$ cat config.mk
export PLATFORM = sky130hd
export DESIGN_NAME = mdio_frame_slave
export DESIGN_NICKNAME = d
export VERILOG_FILES = /design/src/rtl/mdio_slave_pkg.sv /design/src/rtl/mdio_seq_fsm.sv /design/src/rtl/mdio_rx_shift.sv /design/src/rtl/mdio_tx_shift.sv /design/src/rtl/mdio_frame_slave.sv
export SDC_FILE = /design/constraint.sdc
export NUM_CORES = 1
export LEC_CHECK = 0
export ABC_AREA = 1
export BUFFER_PORTS_ARGS = -buffer_cell sky130_fd_sc_hd__buf_2
export CAP_MARGIN = 20
export CELL_PAD_IN_SITES_DETAIL_PLACEMENT = 0
export CELL_PAD_IN_SITES_GLOBAL_PLACEMENT = 1
export CORE_ASPECT_RATIO = 0.6
export CORE_MARGIN = 2
export CORE_UTILIZATION = 23
export CTS_CLUSTER_SIZE = 40
export DETAILED_ROUTE_END_ITERATION = 10
export PLACE_DENSITY = 0.54
export SYNTH_ARGS = -nofsm -noshare
export SYNTH_HDL_FRONTEND = slang
export SYNTH_SLANG_ARGS = --single-unit
$ cat constraint.sdc
create_clock -name mdc -period 1.4 [get_ports mdc]
set_input_delay 0 -clock mdc [delete_from_list [all_inputs] [get_ports mdc]]
set_output_delay 0 -clock mdc [all_outputs]
set_load 0.02 [all_outputs]
$ cat src/rtl/mdio_slave_pkg.sv
package mdio_slave_pkg;

  typedef enum logic [2:0] {
    ST_IDLE,
    ST_ARM,
    ST_HDR,
    ST_RTA,
    ST_WTA,
    ST_RDAT,
    ST_WDAT
  } mdio_state_e;

  localparam int unsigned OP_W = 2;
  localparam logic [OP_W-1:0] OP_READ  = 2'b10;
  localparam logic [OP_W-1:0] OP_WRITE = 2'b01;

  function automatic logic op_is_read(input logic [OP_W-1:0] op);
    return op == OP_READ;
  endfunction

  function automatic logic op_is_write(input logic [OP_W-1:0] op);
    return op == OP_WRITE;
  endfunction

endpackage

$ cat src/rtl/mdio_seq_fsm.sv
module mdio_seq_fsm
  import mdio_slave_pkg::*;
#(
  parameter int unsigned HDR_W  = 12,
  parameter int unsigned DATA_W = 16,
  parameter int unsigned WTA_W  = 2
) (
  input  logic              clk,
  input  logic              rst,
  input  logic              mdio_i,
  input  logic [OP_W-1:0]   hdr_op,
  output mdio_state_e       state,
  output logic              ev_start,
  output logic              ev_hdr_rd,
  output logic              ev_hdr_wr,
  output logic              ev_hdr_bad,
  output logic              ev_load,
  output logic              ev_wdone
);
  localparam int unsigned MAXC  = (DATA_W > HDR_W) ? DATA_W : HDR_W;
  localparam int unsigned CNT_W = $clog2(MAXC + 1);

  logic [CNT_W-1:0] cnt;
  logic             last;

  assign last       = (cnt == CNT_W'(1));
  assign ev_start   = (state == ST_ARM) && mdio_i;
  assign ev_hdr_rd  = (state == ST_HDR) && last && op_is_read(hdr_op);
  assign ev_hdr_wr  = (state == ST_HDR) && last && op_is_write(hdr_op);
  assign ev_hdr_bad = (state == ST_HDR) && last && !op_is_read(hdr_op) && !op_is_write(hdr_op);
  assign ev_load    = (state == ST_RTA);
  assign ev_wdone   = (state == ST_WDAT) && last;

  always_ff @(posedge clk) begin
    if (rst) begin
      state <= ST_IDLE;
      cnt   <= '0;
    end else begin
      case (state)
        ST_IDLE: if (!mdio_i) state <= ST_ARM;
        ST_ARM: if (mdio_i) begin
          state <= ST_HDR;
          cnt   <= CNT_W'(HDR_W);
        end
        ST_HDR: begin
          cnt <= cnt - 1'b1;
          if (ev_hdr_rd) state <= ST_RTA;
          else if (ev_hdr_wr) begin
            state <= ST_WTA;
            cnt   <= CNT_W'(WTA_W);
          end else if (ev_hdr_bad) state <= ST_IDLE;
        end
        ST_RTA: begin
          state <= ST_RDAT;
          cnt   <= CNT_W'(DATA_W);
        end
        ST_WTA: begin
          cnt <= cnt - 1'b1;
          if (last) begin
            state <= ST_WDAT;
            cnt   <= CNT_W'(DATA_W);
          end
        end
        ST_RDAT, ST_WDAT: begin
          cnt <= cnt - 1'b1;
          if (last) state <= ST_IDLE;
        end
        default: state <= ST_IDLE;
      endcase
    end
  end

  // the header opens only from the armed state on a sampled 1
  a_r2_hdr_entry: assert property (@(posedge clk) disable iff (rst)
    (state == ST_HDR && $past(state) != ST_HDR) |-> ($past(state) == ST_ARM && $past(mdio_i)));
  // read data always follows exactly one turnaround bit
  a_r5_rdat_after_ta: assert property (@(posedge clk) disable iff (rst)
    (state == ST_RDAT && $past(state) != ST_RDAT) |-> $past(state) == ST_RTA);
  // a bad opcode lands in idle
  a_r7_bad_op_idle: assert property (@(posedge clk) disable iff (rst)
    ev_hdr_bad |=> state == ST_IDLE);
endmodule

$ cat src/rtl/mdio_rx_shift.sv
module mdio_rx_shift #(
  parameter int unsigned W = 16
) (
  input  logic         clk,
  input  logic         rst,
  input  logic         clr,
  input  logic         shift_en,
  input  logic         bit_in,
  output logic [W-1:0] acc_next
);
  logic [W-1:0] acc;

  assign acc_next = {acc[W-2:0], bit_in};

  always_ff @(posedge clk) begin
    if (rst || clr) acc <= '0;
    else if (shift_en) acc <= acc_next;
  end
endmodule

$ cat src/rtl/mdio_tx_shift.sv
module mdio_tx_shift #(
  parameter int unsigned W = 16
) (
  input  logic         clk,
  input  logic         rst,
  input  logic         load,
  input  logic [W-1:0] load_val,
  input  logic         shift_en,
  output logic         msb
);
  logic [W-1:0] sr;

  assign msb = sr[W-1];

  always_ff @(posedge clk) begin
    if (rst) sr <= '0;
    else if (load) sr <= load_val;
    else if (shift_en) sr <= {sr[W-2:0], 1'b0};
  end
endmodule

$ cat src/rtl/mdio_frame_slave.sv
module mdio_frame_slave
  import mdio_slave_pkg::*;
#(
  parameter int unsigned PHY_W  = 5,
  parameter int unsigned ADDR_W = 5,
  parameter int unsigned DATA_W = 16
) (
  input  logic              mdc,
  input  logic              rst,
  input  logic              mdio_i,
  output logic              mdio_o,
  output logic              mdio_oe,
  output logic [ADDR_W-1:0] reg_addr,
  output logic              rd_stb,
  input  logic [DATA_W-1:0] rd_data,
  output logic              wr_stb,
  output logic [DATA_W-1:0] wr_data
);
  localparam int unsigned HDR_W = OP_W + PHY_W + ADDR_W;
  localparam int unsigned SH_W  = (DATA_W > HDR_W) ? DATA_W : HDR_W;

  mdio_state_e     state;
  logic            ev_start, ev_hdr_rd, ev_hdr_wr, ev_hdr_bad, ev_load, ev_wdone;
  logic [SH_W-1:0] acc_next;
  logic            tx_msb;

  mdio_seq_fsm #(.HDR_W(HDR_W), .DATA_W(DATA_W), .WTA_W(2)) u_fsm (
    .clk(mdc), .rst(rst), .mdio_i(mdio_i),
    .hdr_op(acc_next[HDR_W-1 -: OP_W]),
    .state(state), .ev_start(ev_start), .ev_hdr_rd(ev_hdr_rd),
    .ev_hdr_wr(ev_hdr_wr), .ev_hdr_bad(ev_hdr_bad),
    .ev_load(ev_load), .ev_wdone(ev_wdone)
  );

  mdio_rx_shift #(.W(SH_W)) u_rx (
    .clk(mdc), .rst(rst), .clr(ev_start),
    .shift_en(state == ST_HDR || state == ST_WDAT),
    .bit_in(mdio_i), .acc_next(acc_next)
  );

  mdio_tx_shift #(.W(DATA_W)) u_tx (
    .clk(mdc), .rst(rst), .load(ev_load), .load_val(rd_data),
    .shift_en(state == ST_RDAT), .msb(tx_msb)
  );

  assign mdio_oe = (state == ST_RTA) || (state == ST_RDAT);
  assign mdio_o  = (state == ST_RDAT) ? tx_msb : 1'b0;

  always_ff @(posedge mdc) begin
    if (rst) begin
      reg_addr <= '0;
      rd_stb   <= 1'b0;
      wr_stb   <= 1'b0;
      wr_data  <= '0;
    end else begin
      rd_stb <= ev_hdr_rd;
      wr_stb <= ev_wdone;
      if (ev_hdr_rd || ev_hdr_wr) reg_addr <= acc_next[ADDR_W-1:0];
      if (ev_wdone) wr_data <= acc_next[DATA_W-1:0];
    end
  end

  // outputs quiet on the cycle after reset
  a_r1_reset_quiet: assert property (@(posedge mdc)
    rst |=> (!mdio_oe && !rd_stb && !wr_stb));
  // read strobe lasts one cycle
  a_r3_rd_stb_single: assert property (@(posedge mdc) disable iff (rst)
    rd_stb |=> !rd_stb);
  // turnaround bit is driven low while the read request is out
  a_r4_ta_low: assert property (@(posedge mdc) disable iff (rst)
    rd_stb |-> (mdio_oe && !mdio_o));
  // write strobe lasts one cycle
  a_r6_wr_stb_single: assert property (@(posedge mdc) disable iff (rst)
    wr_stb |=> !wr_stb);
  // drive starts only with a read request, strobes exclusive
  a_r8_oe_start: assert property (@(posedge mdc) disable iff (rst)
    $rose(mdio_oe) |-> rd_stb);
  a_r8_strobe_excl: assert property (@(posedge mdc) disable iff (rst)
    !(rd_stb && wr_stb));
endmodule

**Word level (Yosys, flattened, before mapping)**

Index checks and enable logic that the tools add are counted.

- Flip-flop bits (word level): 62
- Input port bits: 19
- Output and inout port bits: 25

- $add $sub $neg: 1
- Equality and inequality tests: 14
- Mux-type cells: 16
- Reduce and logical (&&, ||, !) cells: 19

Operators with widths:

| cell | count |
|---|---|
| 2-to-1 mux 16 bit | 2 |
| case mux 5 bit (5 select lines) | 1 |
| 2-to-1 mux 3 bit | 7 |
| 2-to-1 mux 5 bit | 4 |
| case mux 3 bit (6 select lines) | 1 |
| == test 3 bit (second input constant) | 3 |
| logical AND 1 bit | 7 |
| == test 3 x 2 -> 1 bit (second input constant) | 2 |
| == test 5 x 1 -> 1 bit (second input constant) | 1 |
| AND reduction 5 bit | 1 |
| nonzero test 5 bit | 1 |
| subtractor 5 x 1 -> 5 bit (second input constant) | 1 |
| logical OR 1 bit | 4 |
| inequality test 2 x 1 -> 1 bit (second input constant) | 2 |
| inequality test 2 bit (second input constant) | 2 |
| inequality test 4 bit (second input constant) | 1 |
| == test 3 x 1 -> 1 bit (second input constant) | 1 |
| zero test 3 bit | 1 |
| == test 2 x 1 -> 1 bit (second input constant) | 1 |
| == test 2 bit (second input constant) | 1 |
| zero test 1 bit | 2 |
| AND reduction 2 bit | 1 |
| nonzero test 2 bit | 1 |
| OR reduction 2 bit | 1 |
| 2-to-1 mux 1 bit | 1 |

**Depth between registers and ports, before layout**

- Depth after elaboration: 8
- Mapped depth: 11

**Modules after synthesis**

A second synthesis with hierarchy kept.

- Cells, all modules: 442
- Area, all modules: 2982.9 sq um

By module, submodules not included:

| module | times used | cells each | area an instance (sq um) |
|---|---|---|---|
| mdio_frame_slave | 1 | 114 | 840.8 |
| mdio_tx_shift | 1 | 121 | 799.5 |
| mdio_seq_fsm | 1 | 111 | 685.7 |
| mdio_rx_shift | 1 | 96 | 656.9 |

**Least setup slack after synthesis**

OpenSTA, ideal clock, no wires.

- Path kind: register to register
- From: register u_fsm.cnt[1]
- To: register wr_data[12]
- Setup time: 116 ps
- Arrival time: 1366 ps
- Required time: 1284 ps
- Path slack: -82 ps
- Cell stages (with the launch flop): 12
- Buffers on the path: 2
- Period minus slack after synthesis: 1482 ps
- Cells stage by stage: dfxtp_1 > inv_1 > ha_1 > inv_1 > nor2_1 > nand2_1 > nor2_1 > clkbuf_2 > inv_2 > buf_4 > nor2_1 > nor2_1

- Longest elaborated chain between the ends: 2

RTL lines:

| what | RTL line | source |
|---|---|---|
| start: declaration | mdio_seq_fsm.sv:23 | `logic [CNT_W-1:0] cnt;` |
| start signal: assignment | mdio_seq_fsm.sv:43 | `cnt <= CNT_W'(HDR_W);` |
| start signal: assignment | mdio_seq_fsm.sv:46 | `cnt <= cnt - 1'b1;` |
| start signal: assignment | mdio_seq_fsm.sv:50 | `cnt <= CNT_W'(WTA_W);` |
| == test 5 x 1 -> 1 bit | mdio_seq_fsm.sv:26 | `assign last = (cnt == CNT_W'(1));` |
| logical AND 1 bit | mdio_seq_fsm.sv:32 | `assign ev_wdone = (state == ST_WDAT) && last;` |
| end signal: assignment | mdio_frame_slave.sv:59 | `if (ev_wdone) wr_data <= acc_next[DATA_W-1:0];` |
| end: declaration | mdio_frame_slave.sv:17 | `output logic [DATA_W-1:0] wr_data` |

Every way passes these cells.
A chain may end at the register's enable or synchronous reset.

**Final worst setup path**

- From: register u_fsm.state[1]
- To: register reg_addr[1]

- Longest elaborated chain between the ends: 4
- Elaborated cells on any way between the ends: 5

RTL lines:

| what | RTL line | source |
|---|---|---|
| start: declaration | mdio_seq_fsm.sv:12 | `output mdio_state_e state,` |
| start signal: assignment | mdio_seq_fsm.sv:36 | `state <= ST_IDLE;` |
| start signal: assignment | mdio_seq_fsm.sv:40 | `ST_IDLE: if (!mdio_i) state <= ST_ARM;` |
| start signal: assignment | mdio_seq_fsm.sv:42 | `state <= ST_HDR;` |
| == test 3 x 2 -> 1 bit (*) | mdio_seq_fsm.sv:28, mdio_seq_fsm.sv:29 |  |
| logical AND 1 bit (*) | mdio_seq_fsm.sv:28, mdio_seq_fsm.sv:29 |  |
| logical AND 1 bit, on equally long branches | mdio_seq_fsm.sv:28, mdio_seq_fsm.sv:29 |  |
| logical OR 1 bit (*) | mdio_frame_slave.sv:58 | `if (ev_hdr_rd \|\| ev_hdr_wr) reg_addr <= acc_next[ADDR_W-1:0];` |
| end signal: assignment | mdio_frame_slave.sv:58 |  |
| end: declaration | mdio_frame_slave.sv:13 | `output logic [ADDR_W-1:0] reg_addr,` |

Mark *: on every way between the ends. The rest lies on a longest branch, timed or not.

==> results.toml <==
[critical_path]
worstSetupPathType = "reg2reg"
startpoint_type = "flip-flop"
crit_path_max_fanout = 8
worst_setup_path_end_kind = "flip-flop"
worstPathArrival_ps = 1600
cp.required_ps = 1610

[global_routing]
grt_pass1_vias = 2634
grt_antenna_before_repair = 0
grt_pass1_wl_um = 13230
grt_max_degree = 28
groute.usage.overall_pct = 13.74
overflow = 0

[die]
initial_utilization_pct = 23.87
fp-row-count = 30
die_y_um = 88.43
core_um2 = 11450
ios = 44
die_area_um2 = 12800
fp.dieW_um = 144.7

[synth]
syn-instance-count = 381
ys_types = 23
syn_area_per_cell_um2 = 7.172
synth_warnings = 0
ys_ff_latch = 62
synthesis.nets = 402
ys_seq_area_share_pct = 45.42
syn-cell-area_um2 = 2733

[cts]
cts_tree = "done"
insertion_delay_ps = 340
cts-buffers-inserted = 9
cts_max_path_buffers = 2
root_buffer = "clkbuf_16"
path_clk_slew_ps = 50
htreeDepth = 3
cts.sinks = 62

[power]
vdd_drop_max_v = 0.0007606
p_sw_share_pct = 37.19
power.total_uw = 7395
p_int_uw = 4645
p_comb_share_pct = 41.7
seqPwrFrac_pct = 27.9
p_leak_uw = 0.001732
power.density_nw_per_um2 = 1746
p_sw_uw = 2750
pwr-share-clk_pct = 30.4

[routing]
drt-wirelength-per-cell_um = 12.96
drtIter0Drc = 149
wirelength_um = 8336
num_vias = 2779
drc = 0
viasPerCell = 4.322
firstDrtPassIters = 4
route.antenna.remaining_nets = 0

[finish]
final_area_um2 = 4237
layout-drive-gt1-share_pct = 38.30
area_growth_syn_to_layout_pct = 55.04
antenna_cells = 0
nFillCells = 1194
layout.cells.non_filler = 643
nets = 500

[job]
max-cap-violations = 0

[placed_design]
hpwl_um = 5535
place_area_um2 = 3377
port_buffers = 43
place_inst = 602
routabilityCongestion = 0.8081

[timing]
skew_ps = 6.057
whs_ps = 26.55
max_slew.worst_pin.slew_ps = 326.5
period_share_pct = 98.89
slew_headroom_pct = 78.23
drv_slew = 0
rsz0062_at_grt = "true"
max_freq_mhz = 722.3
period_needed_ps = 1384
hold_violations = 0
finalSetupViolations = 0

[outcome]
status = "finished, final reports clean"

[hold_path]
hold_path_class = "in2reg"
kinds of logic after synthesis:
| kind of cell | count (synthesis) | share of synthesized area [%] |
|---|---|---|
| AO/OA/AOI/OAI | 80 | 15.29 |
| XOR/XNOR | 2 | 0.6411 |
| adder cells (fa/ha/maj) | 2 | 0.9156 |
| buffers and inverters | 43 | 7.509 |
| flip-flops | 62 | 45.42 |
| AND/OR/NAND/NOR | 192 | 30.22 |
final timing paths:
check / end / start / slack (ps) / cells after the start
worst min register to register: u_tx.sr[11]$_SDFFE_PP0P_ / u_tx.sr[11]$_SDFFE_PP0P_ / 460 / 2
worst max-delay path: reg_addr[1]$_SDFFE_PP0P_ / u_fsm.state[1]$_SDFFE_PP0P_ / 20 / 7
worst min-delay path: u_tx.sr[10]$_SDFFE_PP0P_ / rd_data[10] / 30 / 3
worst max register to register: reg_addr[1]$_SDFFE_PP0P_ / u_fsm.state[1]$_SDFFE_PP0P_ / 20 / 7
power groups by stage:
| stage | sequential [µW] | clock, µW | combinational, µW |
|---|---|---|---|
| after floorplan | 2030 | 0 | 1550 |
| after global placement | 2060 | 0 | 2450 |
| after detailed placement | 2060 | 0 | 2440 |
| after CTS | 2050 | 2310 | 2790 |
| after global routing | 2080 | 2380 | 3390 |
| final | 2060 | 2250 | 3080 |
per-layer routing:
layer	part of all wire, %	global-route usage (%)	up-vias
met2	43	20.03	40
li1	-	-	1439
met3	5.1	4.924	7
met4	1.0	3.972	0
met1	51	19.13	1293
met5	0	0	-
cells in the mapped netlist:
cell       n  area (µm²)
dfxtp_1   62        1241
clkbuf_2   1       5.000
nor2_1    78       292.8
nand2_4    1       11.26
inv_2      5       18.77
inv_1     19       71.32
nor2_8     1       20.02
a31oi_1    3       18.77
nor2_4     2       22.52
nand2_2    4       25.02
buf_4      3       22.52
ha_1       2       25.02
buf_6      4       45.04
a211oi_1   1       7.510
clkbuf_1  10       37.54
nand3_1   35       175.2
a21oi_1   41       205.2
o21ai_4    1       16.27
o21ai_0   34       170.2
buf_2      1       5.000
nand3_2    2       20.02
nand2_1   69       259.0
xor2_1     2       17.52
final cells by class:
type                    instances  area, µm²  area share, %
clock buffers                  10      239.0          5.641
inverters                      24      100.1          2.363
multi-input cells             277       1549          36.56
clock inverters                 5      58.81          1.388
flip-flops and latches         62       1251          29.53
repair buffers                105      838.3          19.79
well taps                     160      200.2          4.725
cell usage in the layout, fill, tap and decap left out, types with 11 or more instances in the layout:
| cell type | count |
|---|---|
| o21ai_0 | 14 |
| buf_4 | 30 |
| dlygate4sd3_1 | 16 |
| dfxtp_1 | 56 |
| nor2_2 | 17 |
| nor2_1 | 57 |
| inv_1 | 14 |
| nand2_1 | 60 |
| nand3_1 | 30 |
| a21oi_1 | 33 |
| o21ai_1 | 12 |
| buf_2 | 42 |
| nand2_2 | 11 |
sequential cells by signal, summed over array words and instances, names as in the netlist:
register / count
u_rx.acc: 15
u_tx.sr: 16
wr_data: 16
rd_stb: 1
u_fsm.cnt: 5
wr_stb: 1
reg_addr: 5
u_fsm.state: 3
through the flow:
stage,util (%),setup WS (ps),TNS (ps)
after floorplan,-,-10.03,-90.22
after global placement,29.50,-162.4,-1036
after detailed placement,29.50,-158.7,-1543
after CTS,35.10,-24.79,-153.2
after global routing,37.01,-77.63,-854.0
final,37.01,15.55,0
worst max-delay path, stage by stage, from the launching register on:
cell and delay (ps):
dfxtp_2 350, buf_6 130, nand2_4 60, nor2_4 230, nand3_4 200, buf_4 190
nand3_2 50, a21oi_2 50
what timing repair did:
item	CTS	global route
hold buffers	16	0
buffers inserted	6	5
hold endpoints to repair	17	0
pin swaps	12	28
cloned	1	0
resized for setup	42	69
endpoints found under the setup margin	31	45
Note: power is estimated with default switching activity, not from simulation.
